### src/rtl/dsm_cic_pkg.sv
package dsm_cic_pkg;
  localparam int ORDER     = 4;
  localparam int MAX_RATIO = 384;
  localparam int ACC_W     = ORDER * $clog2(MAX_RATIO) + 1;
  localparam int PH_W      = $clog2(MAX_RATIO);
  localparam int OUT_W     = 16;
  localparam int DIV_W     = 8;
  localparam int SEL_W     = 4;
  localparam int GAIN_W    = 4;
  localparam int MIN_DIV   = 3;

  typedef logic signed [ACC_W-1:0] acc_t;

  // last phase index (R-1) for a ratio code
  function automatic logic [PH_W-1:0] ratio_last(input logic [SEL_W-1:0] sel);
    case (sel)
      4'd1:    return PH_W'(127);
      4'd2:    return PH_W'(191);
      4'd3:    return PH_W'(383);
      default: return PH_W'(63);
    endcase
  endfunction

  // right shift bringing full scale R^4 near 2^15
  function automatic logic [5:0] ratio_shift(input logic [SEL_W-1:0] sel);
    case (sel)
      4'd1:    return 6'd13;
      4'd2:    return 6'd16;
      4'd3:    return 6'd20;
      default: return 6'd9;
    endcase
  endfunction
endpackage

### src/rtl/dsm_clk_div.sv
module dsm_clk_div #(
  parameter int DIV_W   = dsm_cic_pkg::DIV_W,
  parameter int MIN_DIV = dsm_cic_pkg::MIN_DIV
) (
  input  logic             clk,
  input  logic             rst_n,
  input  logic             clear,
  input  logic [DIV_W-1:0] div_val,
  output logic             tick
);
  localparam logic [DIV_W-1:0] MIN_V = DIV_W'(MIN_DIV);

  logic [DIV_W-1:0] eff_div;
  logic [DIV_W-1:0] cnt;
  logic [DIV_W-1:0] top_cnt;

  assign eff_div = (div_val < MIN_V) ? MIN_V : div_val;
  assign top_cnt = eff_div - 1'b1;
  assign tick    = !clear && (cnt == top_cnt);

  always_ff @(posedge clk or negedge rst_n) begin
    if (!rst_n)               cnt <= '0;
    else if (clear)           cnt <= '0;
    else if (cnt >= top_cnt)  cnt <= '0;
    else                      cnt <= cnt + 1'b1;
  end

  // minimum divide of three: never two ticks back to back
  assert_tick_gap_R1: assert property (@(posedge clk) disable iff (!rst_n)
    tick |=> !tick);
  assert_cnt_range_R2: assert property (@(posedge clk) disable iff (!rst_n || clear)
    cnt < eff_div);
endmodule

### src/rtl/dsm_cic_core.sv
module dsm_cic_core #(
  parameter int ORDER = dsm_cic_pkg::ORDER,
  parameter int SEL_W = dsm_cic_pkg::SEL_W,
  parameter int PH_W  = dsm_cic_pkg::PH_W
) (
  input  logic                clk,
  input  logic                rst_n,
  input  logic                clear,
  input  logic                tick,
  input  logic                mod_bit,
  input  logic [SEL_W-1:0]    ratio_sel,
  output logic                res_valid,
  output dsm_cic_pkg::acc_t   res_acc
);
  import dsm_cic_pkg::*;

  acc_t integ [ORDER];
  acc_t dly   [ORDER];
  acc_t sum   [ORDER];
  acc_t cin   [ORDER];
  acc_t comb_res;
  logic [PH_W-1:0] phase;
  logic [PH_W-1:0] last_ph;
  logic            dec;

  assign last_ph = ratio_last(ratio_sel);
  assign dec     = tick && (phase == last_ph);

  // integrator chain and comb chain, each evaluated within one tick
  always_comb begin
    acc_t run;
    run = mod_bit ? acc_t'(1) : '1;
    for (int k = 0; k < ORDER; k++) begin
      run    = integ[k] + run;
      sum[k] = run;
    end
    for (int k = 0; k < ORDER; k++) begin
      cin[k] = run;
      run    = run - dly[k];
    end
    comb_res = run;
  end

  always_ff @(posedge clk or negedge rst_n) begin
    if (!rst_n) begin
      for (int k = 0; k < ORDER; k++) begin
        integ[k] <= '0;
        dly[k]   <= '0;
      end
      phase     <= '0;
      res_valid <= 1'b0;
      res_acc   <= '0;
    end else if (clear) begin
      for (int k = 0; k < ORDER; k++) begin
        integ[k] <= '0;
        dly[k]   <= '0;
      end
      phase     <= '0;
      res_valid <= 1'b0;
    end else begin
      res_valid <= dec;
      if (tick) begin
        for (int k = 0; k < ORDER; k++) integ[k] <= sum[k];
        phase <= dec ? '0 : phase + 1'b1;
      end
      if (dec) begin
        for (int k = 0; k < ORDER; k++) dly[k] <= cin[k];
        res_acc <= comb_res;
      end
    end
  end

  assert_phase_range_R3: assert property (@(posedge clk) disable iff (!rst_n || clear)
    phase <= last_ph);
  assert_result_after_tick_R3: assert property (@(posedge clk) disable iff (!rst_n)
    res_valid |-> $past(tick));
  assert_clear_state_R8: assert property (@(posedge clk) disable iff (!rst_n)
    clear |=> (phase == '0) && !res_valid);
endmodule

### src/rtl/dsm_pcm_out.sv
module dsm_pcm_out #(
  parameter int ACC_W  = dsm_cic_pkg::ACC_W,
  parameter int OUT_W  = dsm_cic_pkg::OUT_W,
  parameter int GAIN_W = dsm_cic_pkg::GAIN_W,
  parameter int SEL_W  = dsm_cic_pkg::SEL_W
) (
  input  logic                    clk,
  input  logic                    rst_n,
  input  logic                    clear,
  input  logic                    in_valid,
  input  logic signed [ACC_W-1:0] in_acc,
  input  logic [SEL_W-1:0]        ratio_sel,
  input  logic [GAIN_W-1:0]       gain_sel,
  output logic signed [OUT_W-1:0] o_data,
  output logic                    o_valid,
  input  logic                    o_ready
);
  import dsm_cic_pkg::ratio_shift;

  localparam int PROD_W = ACC_W + GAIN_W + 2;
  localparam logic signed [PROD_W-1:0] MAX_V = PROD_W'((64'sd1 <<< (OUT_W-1)) - 1);
  localparam logic signed [PROD_W-1:0] MIN_V = -MAX_V - 1;

  logic [GAIN_W:0]          mult_u;
  logic signed [PROD_W-1:0] prod;
  logic signed [PROD_W-1:0] shifted;
  logic [5:0]               shamt;
  logic signed [OUT_W-1:0]  sat_val;
  logic                     load;

  assign mult_u  = {1'b0, gain_sel} + (GAIN_W+1)'(2);
  assign prod    = PROD_W'(in_acc) * $signed(PROD_W'(mult_u));
  assign shamt   = ratio_shift(ratio_sel) + 6'd1;
  assign shifted = prod >>> shamt;

  always_comb begin
    if (shifted > MAX_V)      sat_val = MAX_V[OUT_W-1:0];
    else if (shifted < MIN_V) sat_val = MIN_V[OUT_W-1:0];
    else                      sat_val = shifted[OUT_W-1:0];
  end

  assign load = in_valid && (!o_valid || o_ready);

  always_ff @(posedge clk or negedge rst_n) begin
    if (!rst_n) begin
      o_valid <= 1'b0;
      o_data  <= '0;
    end else if (clear) begin
      o_valid <= 1'b0;
    end else if (load) begin
      o_valid <= 1'b1;
      o_data  <= sat_val;
    end else if (o_ready) begin
      o_valid <= 1'b0;
    end
  end

  assert_hold_stall_R7: assert property (@(posedge clk) disable iff (!rst_n)
    (o_valid && !o_ready && !clear) |=> (o_valid && $stable(o_data)));
  assert_clear_out_R8: assert property (@(posedge clk) disable iff (!rst_n)
    clear |=> !o_valid);
endmodule

### src/rtl/dsm_cic_decim.sv
module dsm_cic_decim #(
  parameter int DIV_W  = dsm_cic_pkg::DIV_W,
  parameter int SEL_W  = dsm_cic_pkg::SEL_W,
  parameter int GAIN_W = dsm_cic_pkg::GAIN_W,
  parameter int OUT_W  = dsm_cic_pkg::OUT_W
) (
  input  logic                    clk,
  input  logic                    rst_n,
  input  logic                    en,
  input  logic [DIV_W-1:0]        div_sel,
  input  logic [SEL_W-1:0]        ratio_sel,
  input  logic [GAIN_W-1:0]       gain_sel,
  input  logic                    mod_bit,
  output logic                    mod_tick,
  output logic signed [OUT_W-1:0] pcm_data,
  output logic                    pcm_valid,
  input  logic                    pcm_ready
);
  import dsm_cic_pkg::*;

  logic [DIV_W-1:0] div_q;
  logic [SEL_W-1:0] ratio_q;
  logic             cfg_chg;
  logic             clear;
  logic             res_valid;
  acc_t             res_acc;

  always_ff @(posedge clk or negedge rst_n) begin
    if (!rst_n) begin
      div_q   <= '0;
      ratio_q <= '0;
    end else begin
      div_q   <= div_sel;
      ratio_q <= ratio_sel;
    end
  end

  assign cfg_chg = en && ((div_sel != div_q) || (ratio_sel != ratio_q));
  assign clear   = !en || cfg_chg;

  dsm_clk_div #(.DIV_W(DIV_W), .MIN_DIV(MIN_DIV)) u_div (
    .clk(clk), .rst_n(rst_n), .clear(clear), .div_val(div_sel), .tick(mod_tick)
  );

  dsm_cic_core #(.ORDER(ORDER), .SEL_W(SEL_W), .PH_W(PH_W)) u_core (
    .clk(clk), .rst_n(rst_n), .clear(clear), .tick(mod_tick), .mod_bit(mod_bit),
    .ratio_sel(ratio_sel), .res_valid(res_valid), .res_acc(res_acc)
  );

  dsm_pcm_out #(.ACC_W(ACC_W), .OUT_W(OUT_W), .GAIN_W(GAIN_W), .SEL_W(SEL_W)) u_out (
    .clk(clk), .rst_n(rst_n), .clear(!en), .in_valid(res_valid), .in_acc(res_acc),
    .ratio_sel(ratio_sel), .gain_sel(gain_sel), .o_data(pcm_data),
    .o_valid(pcm_valid), .o_ready(pcm_ready)
  );

  assert_restart_no_tick_R9: assert property (@(posedge clk) disable iff (!rst_n)
    cfg_chg |-> !mod_tick);
  assert_idle_no_tick_R8: assert property (@(posedge clk) disable iff (!rst_n)
    !en |-> !mod_tick);
endmodule

### config.mk
export PLATFORM = sky130hd
export DESIGN_NAME = dsm_cic_decim
export DESIGN_NICKNAME = d
export VERILOG_FILES = /design/src/rtl/dsm_cic_pkg.sv /design/src/rtl/dsm_clk_div.sv /design/src/rtl/dsm_cic_core.sv /design/src/rtl/dsm_pcm_out.sv /design/src/rtl/dsm_cic_decim.sv
export SDC_FILE = /design/constraint.sdc
export NUM_CORES = 1
export LEC_CHECK = 0
export BUFFER_PORTS_ARGS = -buffer_cell sky130_fd_sc_hd__buf_4
export CORE_MARGIN = 8
export CORE_UTILIZATION = 45
export CTS_BUF_LIST = sky130_fd_sc_hd__clkbuf_2
export DETAILED_ROUTE_END_ITERATION = 7
export PLACE_DENSITY = 0.64
export SYNTH_ARGS = -nofsm -noshare
export SYNTH_HDL_FRONTEND = slang
export SYNTH_HIERARCHICAL = 1
export SYNTH_SLANG_ARGS = --single-unit
### constraint.sdc
create_clock -name clk -period 15.9 [get_ports clk]
set_input_delay 1.59 -clock clk [delete_from_list [all_inputs] [get_ports clk]]
set_output_delay 1.59 -clock clk [all_outputs]
set_load 0.02 [all_outputs]
==> results of run 1 <==
[critical path, delay by kind of cell]
kind	cells	cell delay, ns
adder cells (fa/ha/maj)	8	2.80
XOR/XNOR	8	1.51
buffers and inverters	3	0.49
AND/OR/NAND/NOR	14	1.80
AO/OA/AOI/OAI	30	7.30
[worst paths after layout]
kind	startpoint	end	slack, ns	cells after the start
setup / recovery	mod_bit	u_core/res_acc[36]	1.39	63
hold reg to reg	u_core/res_valid	u_out/o_valid	0.49	2
setup reg to reg	u_core/integ[112]	u_core/res_acc[36]	1.85	61
min in group clk	u_core/res_valid	u_out/o_valid	0.49	2
hold / removal	rst_n	u_core/integ[35]	0.41	1
max in group asynchronous	rst_n	u_core/res_acc[12]	13.35	3
[through the flow]
step                util [%]  setup slack (ns)
finish                  47.9              1.39
global route            47.9             0.466
CTS                     47.9              1.54
detailed placement      46.7             0.257
global placement        46.7             0.419
floorplan                  -              1.93
[registers in the layout, indices dropped and copies added, names as in the netlist, 4 cells and up]
signal          flops
u_core/dly        148
u_core/integ      148
u_core/res_acc     37
div_q               8
ratio_q             4
u_core/phase        9
u_div/cnt           8
u_out/o_data       16
[cells in the final DEF, fill, tap and decap left out, types with 47 or more instances in the layout]
cell,Yosys,layout
nor2_1,401,400
buf_4,6,61
mux2i_1,140,140
a21o_1,162,162
and2_1,167,167
o21ai_0,196,196
clkbuf_2,1,160
nor2b_1,75,75
a211oi_1,47,47
fa_1,120,120
xor2_1,114,113
a21oi_1,430,430
inv_1,357,357
nand2_1,450,450
nand4_1,47,47
nand2b_1,52,51
nand3_1,61,61
ha_1,387,387
nor3_1,58,57
xnor2_1,188,188
dfrtp_1,380,380
[metal layers]
layer  vias to the layer above  part of all wire [%]  track usage (%)
li1                      15800                     -                -
met4                         0                   4.1             7.83
met2                       528                    47             32.5
met1                     14500                    45             22.9
met3                       240                   3.3             2.63
met5                         -                     0                0
[power by group]
part	internal [uW]	switching [uW]	leakage [uW]
clock	281	468	0.000768
combinational	429	584	0.0122
sequential	967	0.651	0.00528
[logic make-up (layout without fill, tap and decap cells)]
family / after synthesis / in the layout
other cells: 0 / 2
buf+inv: 511 / 623
mux: 145 / 145
fa+ha+maj: 507 / 507
xor+xnor: 305 / 305
flops: 380 / 380
simple gates: 1431 / 1431
compound gates: 1221 / 1221
[final cells by class]
cell class              count  area (um^2)
diodes                      2         5.00
clock buffers             160          801
clock inverters            40          205
fillers                  8187        43400
inverters                 359         1350
multi-input cells        3609        26200
flip-flops and latches    380         9510
well taps                1080         1350
repair buffers             64          513
==> results.ini, run 1 <==
[setup_path]
critical-path-top-cell-by-count = ha_1
slowest_delay_ns = 0.70
setup.worst_path.start_class = primary input
worstPathRequired_ns = 16.92
worst_path_max_delay_cell = o41ai_1
worst_setup_path_end_kind = flip-flop
worstSetupPathType = primary input to flip-flop
worstPathMaxFanout = 8
critical_path_arrival_ns = 15.52

[synthesis]
yosys-mux-area-fraction_pct = 3.96
synth_compound_area_share_pct = 20.9
synth_warnings = 6
synth.cells.most_frequent = 450 x nand2_1, 430 x a21oi_1, 401 x nor2_1, 387 x ha_1, 380 x dfrtp_1
post_synth_main_area_contributors = dfrtp_1 25%, ha_1 13%, fa_1 6.4%, a21oi_1 5.7%, nand2_1 4.5%
post_synth_num_cell_types = 112
synth_nets = 5028
synth_most_common_cell = nand2_1
synth_adder_area_share_pct = 19.2
most_used_dff_post_synth = dfrtp_1
async_set_or_reset_register_ratio_after_synthesis_pct = 100
ys_ff_latch = 380
synth_enable_flop_cells = 0
synth-xor-area-share_pct = 7.20
postSynthAreaPerCell_um2 = 8.38
synthesis.instances = 4500
post-synth-top-area-cell = dfrtp_1
synth_area_um2 = 37700
post_synth_and_or_nand_nor_area_fraction_pct = 18.2
part_of_the_yosys_area_used_for_sequential_elements_pct = 25.2
synth_top_family_by_area = compound AO/OA/AOI/OAI gates
synth_top_area_share_pct = 25.2

[power_and_ir_drop]
irDropWorstVdd_v = 0.0000478
power_density_nw_per_um2 = 68.4
cellLeakagePower_uw = 0.0183
fin_total_pwr_uw = 2730

[timing]
max_slew.worst_pin.slew_ns = 1.20
slew_headroom_pct = 19.7
hold_viol_final = 0
grt_setup_unrepaired = false
final_min_period_over_clock_period_pct = 91.2
fin_tns_setup_ns = 0
setup_viol = 0
timing.clock.skew_ns = 0.157
fmaxAchievable_ghz = 0.0689
finalMaxSlewViolations = 0
worst_hold_slack_ns = 0.410
final.min_clock_period_ns = 14.51

[clock_network]
clock_tree.buffer_depth = 3
clock_pin_slew_of_the_registers_on_the_worst_case_setup_and_hold_paths_ns = 0.10
sink_count_of_the_clock_tree = 380
clk_latency_ns = 1.22
cts_tree = built
cts_max_level = 3
root_buffer = clkbuf_2
number_of_buffers_added_by_the_clock_tree_synthesis_step = 110
post_cts_resized = 0
hold_buffers = 0
post_cts_buffers = 0

[global_routing]
grt_pass1_vias = 31200
grt-ovfl-total = 0
grt_start_max_net_pins = 165
antenna_violations_before_repair = 3
first_pass_grt_wire_length_um = 150000
grt_use_total_pct = 18.6

[routing]
routedWlPerCell_um = 15.5
final_antenna_net_count = 0
drt-initial-drc-count = 1530
detail_route.wirelength_um = 88000
avgViaCountPerCell = 5.45
dr_total_vias = 31100
dr.pass1.iters = 5
drt_drc_violations_left = 0

[die]
die_outline_area_um2 = 93300
die-height_um = 305
ioPinCount = 39
floorplan.initialDensity_pct = 45.3
row_count = 106
coreArea_um2 = 83300
die_width_um = 305

[final_layout]
layout-area-overhead-vs-synth_pct = 5.89
fin_area_um2 = 39900
layout_cell_share_with_drive_strength_beyond_1_pct = 7.03
final-instance-count-excl-fill = 5694
final_net_count = 5052

[status]
outcome = finished clean

[job]
max-cap-violations = 0

[placed_design]
dpl_cells = 5492
post-dp-hpwl_um = 65800
placedInstanceArea_um2 = 38900
portBuffers = 38
gp_congestion = 0.902

[min_path]
min-delay-path-class = primary input to async pin

No activity file was read; power rests on OpenSTA's default activity.
==> run 2, diff against run 1 <==
Settings changed: REMOVE_ABC_BUFFERS from default to 1.
==> results.ini, run 2 (synthesis gave the netlist of run 1 again) <==
[timing]
fmaxAchievable_ghz = 0.0707
fin_tns_setup_ns = 0
timing.clock.skew_ns = 0.115
hold_viol_final = 0
grt_setup_unrepaired = false
setup_viol = 0
max_slew.worst_pin.slew_ns = 1.14
slew_headroom_pct = 23.6
final.min_clock_period_ns = 14.14
finalMaxSlewViolations = 0
final_min_period_over_clock_period_pct = 88.9

[routing]
drt-initial-drc-count = 1329
detail_route.wirelength_um = 86300
final_antenna_net_count = 0
routedWlPerCell_um = 15.2
drt_drc_violations_left = 0
top_signal_layer_used = met5
dr_total_vias = 31000
detail_route.wirelength.met1_um = 38900
met3_wirelength_um = 2470
met2_wirelength_um = 41800
avgViaCountPerCell = 5.44
dr.pass1.iters = 7

[setup_path]
worstSetupPathType = primary input to flip-flop
setup.worst_path.start_class = primary input
worstPathMaxFanout = 33
critical_path_arrival_ns = 15.10
critical-path-top-cell-by-count = ha_1
worst_setup_path_end_kind = flip-flop
slowest_delay_ns = 0.58
worst_path_max_delay_cell = o41ai_2
worstPathRequired_ns = 16.86

[clock_network]
cts_max_level = 3
number_of_buffers_added_by_the_clock_tree_synthesis_step = 111
post_cts_buffers = 0
clock_pin_slew_of_the_registers_on_the_worst_case_setup_and_hold_paths_ns = 0.10
hold_buffers = 0
cts_tree = built
root_buffer = clkbuf_2
post_cts_resized = 0
clock_tree.buffer_depth = 3
sink_count_of_the_clock_tree = 380
clk_latency_ns = 1.21

[placed_design]
gp_congestion = 0.888
post-dp-hpwl_um = 64900
dpl_cells = 5494
portBuffers = 38

[final_layout]
layout_top_registers = u_core/dly x148, u_core/integ x148, u_core/res_acc x37
final_cell_mix = 450 x nand2_1, 430 x a21oi_1, 400 x nor2_1
final_net_count = 5055
mostFrequentLayoutCell = nand2_1
multi_input_logic_area_um2 = 26200
layout-area-overhead-vs-synth_pct = 6.00
layout.filler_cells = 8318
regArea_um2 = 9510
layout_cell_share_with_drive_strength_beyond_1_pct = 7.03
final-instance-count-excl-fill = 5691

[power_and_ir_drop]
power_density_nw_per_um2 = 69.1
cellLeakagePower_uw = 0.0183
irDropWorstVdd_v = 0.0000449

[status]
outcome = finished clean

[die]
coreArea_um2 = 83300
die_outline_area_um2 = 93300
die_width_um = 305
ioPinCount = 39
die-height_um = 305
floorplan.initialDensity_pct = 45.3
row_count = 106

[global_routing]
antenna_violations_before_repair = 3
grt_pass1_vias = 30900
grt_use_total_pct = 18.3
grt_start_max_net_pins = 101
grt-ovfl-total = 0
first_pass_grt_wire_length_um = 147000

[min_path]
min-delay-path-class = primary input to async pin

[job]
max-cap-violations = 0

==> run 2: changes by cell type in the layout (fill, tap and decap cells not counted), sizes merged <==
cell,before,now
clkinv,39,36
clkbuf,160,155
clkinvlp,0,1
bufinv,0,3
inv,360,359
buf,64,66
==> run 2: final timing paths <==
kind | slack [ns] | endpoint | cells after the start | start
max in group asynchronous | 13.41 | u_core/dly[125] | 3 | rst_n
min | 0.42 | u_core/dly[0] | 1 | rst_n
max | 1.76 | u_core/res_acc[34] | 61 | mod_bit
min in group clk | 0.51 | u_core/dly[25] | 1 | u_core/dly[25]
max reg2reg | 2.19 | u_core/res_acc[34] | 61 | u_core/integ[111]
min reg2reg | 0.51 | u_core/dly[25] | 1 | u_core/dly[25]
==> run 2: area by class of cell <==
class | count | area share (%)
diodes | 2 | 0.0125
clock buffers | 155 | 1.94
clock inverters | 40 | 0.670
inverters | 359 | 3.37
multi-input cells | 3609 | 65.5
flip-flops and latches | 380 | 23.8
well taps | 1080 | 3.38
repair buffers | 66 | 1.29
==> run 2: critical path, delay by kind of cell <==
family	cells	cell delay, ns
AO/OA/AOI/OAI	27	6.19
XOR/XNOR	7	1.42
adder cells (fa/ha/maj)	8	2.76
buffers and inverters	5	1.12
AND/OR/NAND/NOR	14	1.99
==> run 2: per-stage QoR <==
| step | util (%) | total power, uW | worst slack [ns] | hold WS [ns] | instance area (um^2) |
|---|---|---|---|---|---|
| after global placement | 46.7 | 1990 | 0.614 | 0.482 | 38900 |
| final | 48.0 | 2760 | 1.76 | 0.420 | 40000 |
| after CTS | 48.0 | 2810 | 1.88 | 0.246 | 40000 |
| after floorplan | - | 1790 | -15.86 | 0.458 | 37000 |
| after global routing | 48.0 | 2990 | 0.838 | 0.321 | 40000 |
| after detailed placement | 46.7 | 2000 | 0.605 | 0.482 | 38900 |
==> run 2: routing by layer <==
| metal | GRT usage (%) | vias to the layer above |
|---|---|---|
| met5 | 0 | - |
| met4 | 7.34 | 2 |
| met3 | 2.61 | 206 |
| met2 | 32.7 | 421 |
| met1 | 22.0 | 14500 |
| li1 | - | 15800 |
==> run 2: report_power, final <==
group / internal (uW) / switching, uW / total, uW
clock: 318 / 461 / 779
sequential: 967 / 0.624 / 968
combinational: 430 / 584 / 1010
total: 1720 / 1050 / 2760
